**config.mk**
```make
export PLATFORM = sky130hd
export DESIGN_NAME = atr_parser
export DESIGN_NICKNAME = d
export VERILOG_FILES = /design/src/rtl/atr_pkg.sv /design/src/rtl/atr_conv_detect.sv /design/src/rtl/atr_walker.sv /design/src/rtl/atr_param_capture.sv /design/src/rtl/atr_parser.sv
export SDC_FILE = /design/constraint.sdc
export NUM_CORES = 1
export LEC_CHECK = 0
export BUFFER_PORTS_ARGS = -buffer_cell sky130_fd_sc_hd__buf_4
export CAP_MARGIN = 20
export CORE_ASPECT_RATIO = 0.75
export CORE_MARGIN = 2
export CORE_UTILIZATION = 58
export CTS_BUF_LIST = sky130_fd_sc_hd__clkbuf_4
export DETAILED_ROUTE_END_ITERATION = 10
export PLACE_DENSITY = 0.83
export SYNTH_ARGS = -nofsm -noshare
export SYNTH_HDL_FRONTEND = slang
export SYNTH_SLANG_ARGS = --single-unit
```
**constraint.sdc**
```tcl
create_clock -name clk_i -period 2.6 [get_ports clk_i]
set_input_delay 0.13 -clock clk_i [delete_from_list [all_inputs] [get_ports clk_i]]
set_output_delay 0.13 -clock clk_i [all_outputs]
set_load 0.05 [all_outputs]
```
**src/rtl/atr_pkg.sv**
```systemverilog
package atr_pkg;
  typedef enum logic [2:0] {
    PH_TS, PH_T0, PH_IFC, PH_HIST, PH_TCK, PH_DONE, PH_ERR
  } phase_e;

  typedef enum logic [2:0] {
    CK_TS, CK_T0, CK_TA, CK_TB, CK_TC, CK_TD, CK_HIST, CK_TCK
  } kind_e;

  localparam logic [7:0] TS_RAW_DIRECT  = 8'h3B;
  localparam logic [7:0] TS_RAW_INVERSE = 8'h03;
endpackage

```
**src/rtl/atr_conv_detect.sv**
```systemverilog
module atr_conv_detect
  import atr_pkg::*;
(
  input  logic [7:0] raw_i,
  output logic       ok_o,
  output logic       inverse_o
);
  always_comb begin
    ok_o      = (raw_i == TS_RAW_DIRECT) || (raw_i == TS_RAW_INVERSE);
    inverse_o = (raw_i == TS_RAW_INVERSE);
  end
endmodule

```
**src/rtl/atr_walker.sv**
```systemverilog
module atr_walker
  import atr_pkg::*;
#(
  parameter int MAX_FOLLOW = 32,
  parameter int LEN_W      = $clog2(MAX_FOLLOW + 2)
) (
  input  logic             clk_i,
  input  logic             rst_ni,
  input  logic             start_i,
  input  logic             valid_i,
  input  logic [7:0]       byte_i,
  input  logic             ts_ok_i,
  input  logic             ts_inv_i,
  output logic             cap_en_o,
  output kind_e            kind_o,
  output logic             lvl1_o,
  output logic [LEN_W-1:0] len_o,
  output logic             inverse_o,
  output logic             done_o,
  output logic             err_o
);
  localparam logic [LEN_W-1:0] LEN_LIMIT = LEN_W'(MAX_FOLLOW + 1);

  phase_e           phase_q, phase_n;
  logic [3:0]       pmap_q, pmap_n;
  logic [3:0]       hist_q, hist_n;
  logic             tck_q, tck_n;
  logic             lvl1_q, lvl1_n;
  logic             inv_q, inv_n;
  logic [LEN_W-1:0] len_q, len_n;
  logic             take, at_limit;

  function automatic phase_e pick_next(logic [3:0] pm, logic [3:0] hc, logic tk);
    if (pm != 4'd0)      return PH_IFC;
    else if (hc != 4'd0) return PH_HIST;
    else if (tk)         return PH_TCK;
    else                 return PH_DONE;
  endfunction

  always_comb begin
    unique case (phase_q)
      PH_TS:   kind_o = CK_TS;
      PH_T0:   kind_o = CK_T0;
      PH_IFC:  kind_o = pmap_q[0] ? CK_TA :
                        pmap_q[1] ? CK_TB :
                        pmap_q[2] ? CK_TC : CK_TD;
      PH_HIST: kind_o = CK_HIST;
      default: kind_o = CK_TCK;
    endcase
  end

  assign take     = valid_i && !start_i && (phase_q != PH_DONE) && (phase_q != PH_ERR);
  assign at_limit = (len_q == LEN_LIMIT);
  assign cap_en_o = take && !at_limit && (phase_q == PH_IFC);
  assign lvl1_o   = lvl1_q;

  always_comb begin
    phase_n = phase_q;
    pmap_n  = pmap_q;
    hist_n  = hist_q;
    tck_n   = tck_q;
    lvl1_n  = lvl1_q;
    inv_n   = inv_q;
    len_n   = len_q;
    if (start_i) begin
      phase_n = PH_TS;
      pmap_n  = '0;
      hist_n  = '0;
      tck_n   = 1'b0;
      lvl1_n  = 1'b1;
      inv_n   = 1'b0;
      len_n   = '0;
    end else if (take) begin
      if (at_limit) begin
        phase_n = PH_ERR;
      end else begin
        len_n = len_q + 1'b1;
        unique case (phase_q)
          PH_TS: begin
            if (ts_ok_i) begin
              inv_n   = ts_inv_i;
              phase_n = PH_T0;
            end else begin
              len_n   = len_q;
              phase_n = PH_ERR;
            end
          end
          PH_T0: begin
            pmap_n  = byte_i[7:4];
            hist_n  = byte_i[3:0];
            phase_n = pick_next(byte_i[7:4], byte_i[3:0], tck_q);
          end
          PH_IFC: begin
            if (kind_o == CK_TD) begin
              pmap_n = byte_i[7:4];
              lvl1_n = 1'b0;
              tck_n  = tck_q | (byte_i[3:0] != 4'd0);
            end else begin
              pmap_n = pmap_q & (pmap_q - 4'd1);
            end
            phase_n = pick_next(pmap_n, hist_q, tck_n);
          end
          PH_HIST: begin
            hist_n  = hist_q - 4'd1;
            phase_n = pick_next(pmap_q, hist_n, tck_q);
          end
          default: phase_n = PH_DONE;
        endcase
      end
    end
  end

  always_ff @(posedge clk_i or negedge rst_ni) begin
    if (!rst_ni) begin
      phase_q <= PH_TS;
      pmap_q  <= '0;
      hist_q  <= '0;
      tck_q   <= 1'b0;
      lvl1_q  <= 1'b1;
      inv_q   <= 1'b0;
      len_q   <= '0;
    end else begin
      phase_q <= phase_n;
      pmap_q  <= pmap_n;
      hist_q  <= hist_n;
      tck_q   <= tck_n;
      lvl1_q  <= lvl1_n;
      inv_q   <= inv_n;
      len_q   <= len_n;
    end
  end

  assign len_o     = len_q;
  assign inverse_o = inv_q;
  assign done_o    = (phase_q == PH_DONE);
  assign err_o     = (phase_q == PH_ERR);


  len_bound_chk: assert property (@(posedge clk_i) disable iff (!rst_ni)
    len_q <= LEN_LIMIT);


  bad_ts_err_chk: assert property (@(posedge clk_i) disable iff (!rst_ni)
    (phase_q == PH_TS && valid_i && !start_i && !ts_ok_i) |=> err_o);
endmodule

```
**src/rtl/atr_param_capture.sv**
```systemverilog
module atr_param_capture
  import atr_pkg::*;
(
  input  logic       clk_i,
  input  logic       rst_ni,
  input  logic       start_i,
  input  logic       cap_en_i,
  input  kind_e      kind_i,
  input  logic       lvl1_i,
  input  logic [7:0] byte_i,
  output logic [3:0] proto_o,
  output logic [7:0] guard_o,
  output logic [7:0] prog_o
);
  logic [3:0] proto_q;
  logic [7:0] guard_q, prog_q;
  logic       hit1;

  assign hit1 = cap_en_i && lvl1_i;

  always_ff @(posedge clk_i or negedge rst_ni) begin
    if (!rst_ni) begin
      proto_q <= '0;
      guard_q <= '0;
      prog_q  <= '0;
    end else if (start_i) begin
      proto_q <= '0;
      guard_q <= '0;
      prog_q  <= '0;
    end else if (hit1) begin
      if (kind_i == CK_TB) prog_q  <= byte_i;
      if (kind_i == CK_TC) guard_q <= byte_i;
      if (kind_i == CK_TD) proto_q <= byte_i[3:0];
    end
  end

  assign proto_o = proto_q;
  assign guard_o = guard_q;
  assign prog_o  = prog_q;


  upper_level_chk: assert property (@(posedge clk_i) disable iff (!rst_ni)
    (!lvl1_i && !start_i) |=> ($stable(proto_q) && $stable(guard_q) && $stable(prog_q)));
endmodule

```
**src/rtl/atr_parser.sv**
```systemverilog
module atr_parser
  import atr_pkg::*;
#(
  parameter int MAX_FOLLOW = 32,
  localparam int LEN_W     = $clog2(MAX_FOLLOW + 2)
) (
  input  logic             clk_i,
  input  logic             rst_ni,
  input  logic             start_i,
  input  logic             byte_valid_i,
  input  logic [7:0]       byte_i,
  output logic             inverse_o,
  output logic [3:0]       proto_o,
  output logic [7:0]       guard_o,
  output logic [4:0]       prog_volt_o,
  output logic [1:0]       prog_curr_o,
  output logic [LEN_W-1:0] len_o,
  output logic             done_o,
  output logic             err_o
);
  logic       ts_ok, ts_inv, cap_en, lvl1;
  kind_e      kind;
  logic [7:0] prog;

  atr_conv_detect u_conv (
    .raw_i     (byte_i),
    .ok_o      (ts_ok),
    .inverse_o (ts_inv)
  );

  atr_walker #(.MAX_FOLLOW(MAX_FOLLOW), .LEN_W(LEN_W)) u_walk (
    .clk_i     (clk_i),
    .rst_ni    (rst_ni),
    .start_i   (start_i),
    .valid_i   (byte_valid_i),
    .byte_i    (byte_i),
    .ts_ok_i   (ts_ok),
    .ts_inv_i  (ts_inv),
    .cap_en_o  (cap_en),
    .kind_o    (kind),
    .lvl1_o    (lvl1),
    .len_o     (len_o),
    .inverse_o (inverse_o),
    .done_o    (done_o),
    .err_o     (err_o)
  );

  atr_param_capture u_cap (
    .clk_i    (clk_i),
    .rst_ni   (rst_ni),
    .start_i  (start_i),
    .cap_en_i (cap_en),
    .kind_i   (kind),
    .lvl1_i   (lvl1),
    .byte_i   (byte_i),
    .proto_o  (proto_o),
    .guard_o  (guard_o),
    .prog_o   (prog)
  );

  assign prog_volt_o = prog[4:0];
  assign prog_curr_o = prog[6:5];


  done_err_excl_chk: assert property (@(posedge clk_i) disable iff (!rst_ni)
    !(done_o && err_o));


  frozen_after_done_chk: assert property (@(posedge clk_i) disable iff (!rst_ni)
    (done_o && !start_i) |=> (done_o && $stable(len_o) && $stable(proto_o) &&
                              $stable(guard_o) && $stable(prog_volt_o)));


  restart_clear_chk: assert property (@(posedge clk_i) disable iff (!rst_ni)
    start_i |=> (len_o == '0 && !done_o && !err_o && !inverse_o &&
                 proto_o == 4'd0 && guard_o == 8'd0 && prog_volt_o == 5'd0));
endmodule

```
=== After elaboration in Yosys (flattened, before gate mapping) ===
Cells that the tools add are included.
W data, S select, Z words.

* Output and inout bits: 28
* Input bits: 12
* Logic and storage cells: 128
* Flip-flop bits (word level): 39

* Add/sub/neg operators: 3
* Multiplexer cells: 63
* Eq/ne operators: 15
* Bitwise logic cells: 2
* Reduce and logical (&&, ||, !) cells: 35

{| class="wikitable"
|+ Operators by type and width
! cell !! number
|-
| $mux W4 || 14
|-
| $mux W3 || 12
|-
| $mux W6 || 5
|-
| $mux W8 || 3
|-
| $pmux W3 S4 || 2
|-
| $reduce_bool A4 Y1 || 6
|-
| $mux W1 || 22
|-
| $mux W7 || 3
|-
| $pmux W4 S2 || 2
|-
| $reduce_bool A2 Y1 || 8
|-
| $eq A3 B3 Y1 const B || 4
|-
| $reduce_and A3 Y1 || 4
|-
| $eq A3 B2 Y1 const B || 3
|-
| $ne A3 B3 Y1 const B || 3
|-
| $eq A8 B2 Y1 const B || 1
|-
| $eq A8 B6 Y1 const B || 1
|-
| $reduce_and A4 Y1 || 2
|-
| $sub A4 B1 Y4 const B || 2
|-
| $add A6 B1 Y6 const B || 1
|-
| $eq A6 B6 Y1 const B || 1
|-
| $logic_and A1 B1 Y1 || 6
|-
| $reduce_and A2 Y1 || 3
|-
| $reduce_bool A3 Y1 || 2
|-
| $and A4 B4 Y4 || 1
|-
| 6 further kinds || 7
|}

=== Depth between registers and ports, before layout ===
Gate-level depths: netlist of run 1.

* Depth in word-level cells: 17
* Gate-level depth with buffers: 7
* Mapped depth without buffers: 7

=== Cells and area by module ===
Synthesis of run 1 repeated with hierarchy kept, for this count alone.

* Cells, all modules: 261
* Area total of the unflattened synthesis: 2,463.6 um^2

{| class="wikitable"
|+ Modules (own cells, without submodules)
! module !! cells an instance !! times used !! area each (um^2)
|-
| atr_walker || 174 || 1 || 1,461.4
|-
| atr_param_capture || 82 || 1 || 957.2
|-
| atr_conv_detect || 5 || 1 || 45.0
|}

=== Worst setup path after synthesis of run 1 ===
Ideal clock, no wire load.

* Path type: register to register
* Start: register u_walk.len_q[1], in the netlist u_walk.len_o[1]
* End: register u_walk.hist_q[0]
* Required time: 2.518 ns
* Data arrival time: 2.023 ns
* Setup slack: 0.495 ns
* Clock period less this slack: 2.105 ns
* Cell stages (with the launch flop): 7
* Cells stage by stage: dfrtp_1 > inv_1 > ha_1 > and3_1 > or3_4 > or3_1 > a31oi_1

* Word-level cells in the longest chain between the ends: 3

{| class="wikitable"
|+ RTL lines
! what !! RTL line !! RTL
|-
| start, declared || atr_walker.sv:30 || <nowiki>logic [LEN_W-1:0] len_q, len_n;</nowiki>
|-
| start signal, assigned || atr_walker.sv:129 || <nowiki>len_q <= len_n;</nowiki>
|-
| $eq A6 B6 Y1 || atr_walker.sv:53 || <nowiki>assign at_limit = (len_q == LEN_LIMIT);</nowiki>
|-
| $ne A2 B2 Y1 (no source line) || -- ||
|-
| $reduce_and A3 Y1 (no source line) || -- ||
|-
| end signal, assigned || atr_walker.sv:125 || <nowiki>hist_q <= hist_n;</nowiki>
|-
| end, declared || atr_walker.sv:26 || <nowiki>logic [3:0] hist_q, hist_n;</nowiki>
|}

Every way passes these cells.
A chain may end at the register's enable or synchronous reset.

=== Worst setup path in the final report of run 1 ===
* Start: register u_walk.phase_q[0]
* End: register u_cap.prog_q[3], in the netlist u_cap.prog_o[3]

* Word-level cells in the longest chain between the ends: 8

{| class="wikitable"
|+ RTL lines
! what !! RTL line !! RTL
|-
| start, declared || atr_walker.sv:24 || <nowiki>phase_e phase_q, phase_n;</nowiki>
|-
| start signal, assigned || atr_walker.sv:123 || <nowiki>phase_q <= phase_n;</nowiki>
|-
| branches (longest 7 deep; another with $pmux W3 S4) || -- ||
|-
| $reduce_and A2 Y1 (no source line) * || -- ||
|-
| end signal, assigned || atr_param_capture.sv:31 || <nowiki>if (kind_i == CK_TB) prog_q <= byte_i;</nowiki>
|-
| end, declared || atr_param_capture.sv:16 || <nowiki>logic [7:0] guard_q, prog_q;</nowiki>
|}

Mark *: on every way between the ends.

==> results.yml, run 1 <==
worst_setup_path:
  worstReg2RegStart: "u_walk.phase_q[0]"
  critPathRequiredTime_ps: 2850
  cpPeakStageDelay_ps: 530
  cp_top_family: "flip-flops"
  arrival_ps: 2340
  worst_setup_path_end_kind: "flip-flop"
  crit_fanout: 11
  r2r_cells: 5
  critPathLaunch: "u_walk.phase_q[0]"
  reg2reg_slack_ps: 500
  crit_chain: "xnor2_2, o21a_1, nand4_2, mux2i_1, nor2_1"
  crit_path_end: "u_cap.prog_o[3]"
  r2r-end: "u_cap.prog_o[3]"
  slowest_stage: "dfrtp_1"
  start_kind: "flip-flop"
  worst-path-buf-inv: 0
  cp.depth: 5
  crit_type: "flip-flop to flip-flop"
global_routing:
  grt_pass1_vias: 1760
  grt_util_met3: 0.05452
  grt_remaining_overflow: 0
  grt_start_max_net_pins: 41
  antenna_found_initial: 0
  grt_pass1_wl_um: 8707
  met1_usage: 0.3732
  grtUsageMet2: 0.3673
  grt.total_usage: 0.2525
  busiest_layer: "met1"
placed_design:
  placed_area_um2: 2579
  dp_hpwl_um: 3714
  place.gp.congestion: 0.9005
  port_buffers: 39
clocking:
  cts_tree: "built"
  clockRootBuffer: "clkbuf_4"
  cts.sinks: 39
  cts.path.max_buffers: 2
  clkSlewWorstSetupHoldPaths_ps: 130
  post_cts.repair.setup_buffers: 0
  clkLatencyLatePin_ps: 360
  cts_buffers: 5
  htreeDepth: 2
sta:
  finalCritPeriodShare: 0.8060
  tns_ps: 0
  period_minus_slack_ps: 2096
  max_freq_ghz: 0.4772
  fin_hold_ws_ps: 28.71
  finalClockSkew_ps: 7.511
  slew_violations: 0
  grt_setup_unrepaired: "no"
  max_slew.worst_pin.slew_ps: 698.8
  finalHoldViolCount: 0
  finalSetupViolCount: 0
  slew_headroom: 0.5298
routing:
  via_per_inst: 5.896
  ant_nets: 0
  drt_pass1_iterations: 4
  dr_total_vias: 1922
  drtIter0Drc: 143
  drc_errors: 0
  wire_per_inst_um: 16.13
  drt-total-wl_um: 5259
synthesis:
  ys.flop_type: "dfrtp_1"
  ys_types: 52
  seq_area_frac_synth: 0.4310
  async_flop_share: 1.000
  synth_fp_nets: 252
  ys_ff_latch: 39
  synth_edf_count: 0
  synthCells: 236
  syn-cell-area_um2: 2267
  postSynthAreaPerCell_um2: 9.607
  ys_warn_count: 0
floorplan:
  start_util: 0.6113
  rows: 19
  die_h_um: 58.15
  core_area_um2: 3709
  dieWidth_um: 76.20
  dieArea_um2: 4430
  ios: 40
final_layout:
  layout-drive-gt1-share: 0.2263
  fin_nets: 289
  final_common_cell: "buf_4"
  design_area_um2: 2670
  n_antenna_cell: 0
  area_growth_syn_to_layout_pct: 17.77
  final_cell_mix: "buf_4, dfrtp_1, nor2_1, mux2i_1, nand2_1"
run:
  max_cap_violations: 0
outcome:
  status: "complete, no violations"
power:
  leakagePower_nw: 1.299
  power.density_nw_per_um2: 532.7
  ir_drop_v: 0.0003616
min_path:
  hp-class: "primary input to flip-flop"
per-layer routing:
| layer | vias to the layer above | share of wire |
|---|---|---|
| met3 | 4 | 0.068 |
| met4 | 0 | 0.0084 |
| met5 | - | 0 |
| met2 | 70 | 0.45 |
| li1 | 919 | - |
| met1 | 929 | 0.47 |
synthesized netlist by cell type, types with 3 or more instances:
master,instances,area share
nor3b_1,3,0.0099
or3_1,4,0.011
clkbuf_1,6,0.0099
xor2_1,3,0.012
ha_1,4,0.022
nand4_1,3,0.0083
nand3_1,5,0.011
nand3b_1,4,0.013
nor2_1,35,0.058
o21ai_0,15,0.033
a32o_1,3,0.013
nand2_1,17,0.028
buf_2,3,0.0066
mux2i_1,22,0.097
nor3_1,9,0.020
nand2b_1,5,0.014
a21oi_1,8,0.018
dfrtp_1,38,0.42
inv_1,7,0.012
repair_timing:
action,4_1_cts,5_1_grt
resized for setup,0,0
endpoints found under the hold margin,38,0
hold buffers,1,0
registers in the layout, summed over array words and instances, names as in the netlist:
signal            cells
u_cap.guard_o         8
u_cap.prog_o          7
u_cap.proto_o         4
u_walk.hist_q         4
u_walk.inverse_o      1
u_walk.len_o          6
u_walk.lvl1_o         1
u_walk.phase_q        3
u_walk.pmap_q         4
u_walk.tck_q          1
power breakdown:
part	switching [mW]	leakage, nW	internal (mW)
Clock	0.229	0.0452	0.202
Combinational	0.190	0.718	0.117
Sequential	0.0516	0.536	0.632
Total	0.471	1.30	0.952
how the worst min path moves through the flow:
stage               slack (ps)           endpoint  depth (start not counted)       from
CTS                         30   u_walk.pmap_q[3]                          2  byte_i[7]
global placement           130  u_walk.phase_q[0]                          1     rst_ni
finish                      30   u_walk.pmap_q[3]                          2  byte_i[7]
floorplan                 -170   u_cap.guard_o[0]                          0     rst_ni
global route                20   u_walk.pmap_q[3]                          2  byte_i[7]
detailed placement         130   u_walk.hist_q[0]                          1     rst_ni
through the flow:
stage,setup WS [ps],utilization,std cells,total power [mW]
3_5_place_dp,515.9,0.6953,317,0.9987
5_1_grt,402.5,0.7200,326,1.492
3_3_place_gp,623.8,0.6953,317,0.9946
2_1_floorplan,494.7,-,236,0.9122
4_1_cts,518.4,0.7200,326,1.417
6_report,504.3,0.7200,326,1.422
final cells by class:
cell class / instances / area [µm²]
Tap cell: 52 / 65.06
Sequential cell: 39 / 977.2
Multi-Input combinational cell: 179 / 1210
Inverter: 7 / 26.28
Timing Repair Buffer: 41 / 310.3
Clock inverter: 3 / 43.79
Fill cell: 306 / 1039
Clock buffer: 5 / 37.54
kinds of logic after synthesis:
kind of cell    count (synthesis)  synth area share
xor+xnor                        5           0.02263
flops                          39            0.4310
simple gates                  102            0.2533
compound gates                 46            0.1385
mux                            22           0.09713
fa+ha+maj                       4           0.02208
buf+inv                        18           0.03532
(Power assumes the default switching activity.)
==> inputs of run 2 (changes only) <==
==> constraint.sdc (replaced) <==
create_clock -name clk_i -period 1.99 [get_ports clk_i]
set_input_delay 0.0995 -clock clk_i [delete_from_list [all_inputs] [get_ports clk_i]]
set_output_delay 0.0995 -clock clk_i [all_outputs]
set_load 0.05 [all_outputs]
==> results.yml, run 2 (same netlist as run 1, synthesis figures left out) <==
routing:
  dr_total_vias: 2051
  drt_pass1_iterations: 4
  drc_errors: 0
  ant_nets: 0
  via_per_inst: 5.877
  drtIter0Drc: 194
  drt-total-wl_um: 5833
  wire_per_inst_um: 16.71
sta:
  finalCritPeriodShare: 0.9609
  max_slew.worst_pin.slew_ps: 564.1
  finalSetupViolCount: 0
  period_minus_slack_ps: 1912
  finalHoldViolCount: 0
  grt_setup_unrepaired: "yes"
  finalClockSkew_ps: 19.71
  max_freq_ghz: 0.5229
  slew_headroom: 0.6205
  fin_hold_ws_ps: 37.66
  slew_violations: 0
  tns_ps: 0
power:
  ir_drop_v: 0.0005979
  power.density_nw_per_um2: 630.7
  leakagePower_nw: 1.394
worst_setup_path:
  arrival_ps: 2150
  reg2reg_slack_ps: 80
  cp_top_family: "simple AND/OR/NAND/NOR gates"
  r2r-end: "u_walk.pmap_q[2]"
  crit_type: "flip-flop to flip-flop"
  cpPeakStageDelay_ps: 420
  r2r_cells: 8
  critPathRequiredTime_ps: 2230
  crit_fanout: 6
  worstReg2RegStart: "u_walk.len_o[1]"
  crit_chain: "inv_1, ha_1, and3_2, buf_4, nor4_4, buf_6, mux2i_1, a32o_1"
  worst-path-buf-inv: 3
  worst_setup_path_end_kind: "flip-flop"
  start_kind: "flip-flop"
  slowest_stage: "dfrtp_2"
clocking:
  clkSlewWorstSetupHoldPaths_ps: 110
  cts.path.max_buffers: 2
  cts_tree: "built"
  cts.sinks: 39
  cts_buffers: 5
  clkLatencyLatePin_ps: 360
  clockRootBuffer: "clkbuf_4"
  htreeDepth: 2
placed_design:
  dp_hpwl_um: 4166
  place.gp.congestion: 0.8916
  port_buffers: 39
min_path:
  holdPathStages: 3
  hp-class: "primary input to flip-flop"
  holdPathEnd: "u_cap.guard_o[7]"
  min_from: "byte_i[7]"
global_routing:
  grt.total_usage: 0.2796
  grt_start_max_net_pins: 40
  grt_remaining_overflow: 0
  antenna_found_initial: 0
  grt_pass1_wl_um: 9542
  grt_pass1_vias: 2004
run:
  max_cap_violations: 0
floorplan:
  ios: 40
  rows: 19
  dieArea_um2: 4430
  start_util: 0.6113
  core_area_um2: 3709
  dieWidth_um: 76.20
  die_h_um: 58.15
final_layout:
  largest_reg_flops: 8
  fin_nets: 312
  layout-drive-gt1-share: 0.3131
  final_cell_mix: "buf_4, nor2_1, dfrtp_1, mux2i_1, nand2_1"
  n_antenna_cell: 0
  area_growth_syn_to_layout_pct: 25.55
  final_common_cell: "buf_4"
outcome:
  status: "complete, no violations"
-- run 2: area by class of cell --
class | count | area, µm²
multi-input cells | 179 | 1230
flip-flops and latches | 39 | 984.7
fillers | 281 | 862.1
repair buffers | 64 | 486.7
well taps | 52 | 65.06
clock buffers | 6 | 45.04
inverters | 7 | 26.28
clock inverters | 2 | 8.758
-- run 2: worst register-to-register path, delay by kind of cell, from the launching register on --
kind                     cells  cell delay [ps]
AO/OA/AOI/OAI                1              220
multiplexers                 1               70
flip-flops                   1              420
adder cells (fa/ha/maj)      1              220
buffers and inverters        3              370
AND/OR/NAND/NOR              2              500
-- run 2: worst max path at each step --
stage | slack (ps) | cells past startpoint | end | from
after global placement | 120 | 5 | u_walk.hist_q[0] | u_walk.phase_q[0]
after CTS | 50 | 5 | u_walk.hist_q[0] | u_walk.phase_q[0]
after detailed placement | 90 | 5 | u_walk.hist_q[0] | u_walk.phase_q[0]
final | 80 | 8 | u_walk.pmap_q[2] | u_walk.len_o[1]
after global routing | -3 | 6 | u_walk.len_o[0] | u_walk.phase_q[0]
after floorplan | 30 | 5 | u_walk.hist_q[0] | u_walk.len_o[4]
-- run 2: stage by stage --
step / instances / cell area [µm²] / setup WS (ps) / total power [mW] / utilization
global route: 349 / 2846 / -2.531 / 1.885 / 0.7675
global placement: 336 / 2726 / 121.4 / 1.351 / 0.7352
floorplan: 236 / 2272 / 28.22 / 1.193 / -
finish: 349 / 2846 / 77.77 / 1.795 / 0.7675
CTS: 345 / 2790 / 51.74 / 1.756 / 0.7524
detailed placement: 336 / 2726 / 91.23 / 1.361 / 0.7352
-- run 2: repair_timing --
action	4_1_cts	5_1_grt
hold endpoints to repair	38	0
setup buffers	0	4
resized for setup	0	7
endpoints found under the setup margin	0	9
hold buffers	1	0
-- run 2: power by group --
part	leakage (nW)	switching, mW	internal (mW)
Sequential	0.527	0.0432	0.829
Combinational	0.834	0.307	0.211
Clock	0.0331	0.259	0.146
Total	1.39	0.609	1.19
-- run 2: metal layers --
metal | part of all wire | global-route usage
met5 | 0 | 0
met2 | 0.47 | 0.4426
met1 | 0.44 | 0.3900
met4 | 0.012 | 0.09610
met3 | 0.083 | 0.06075
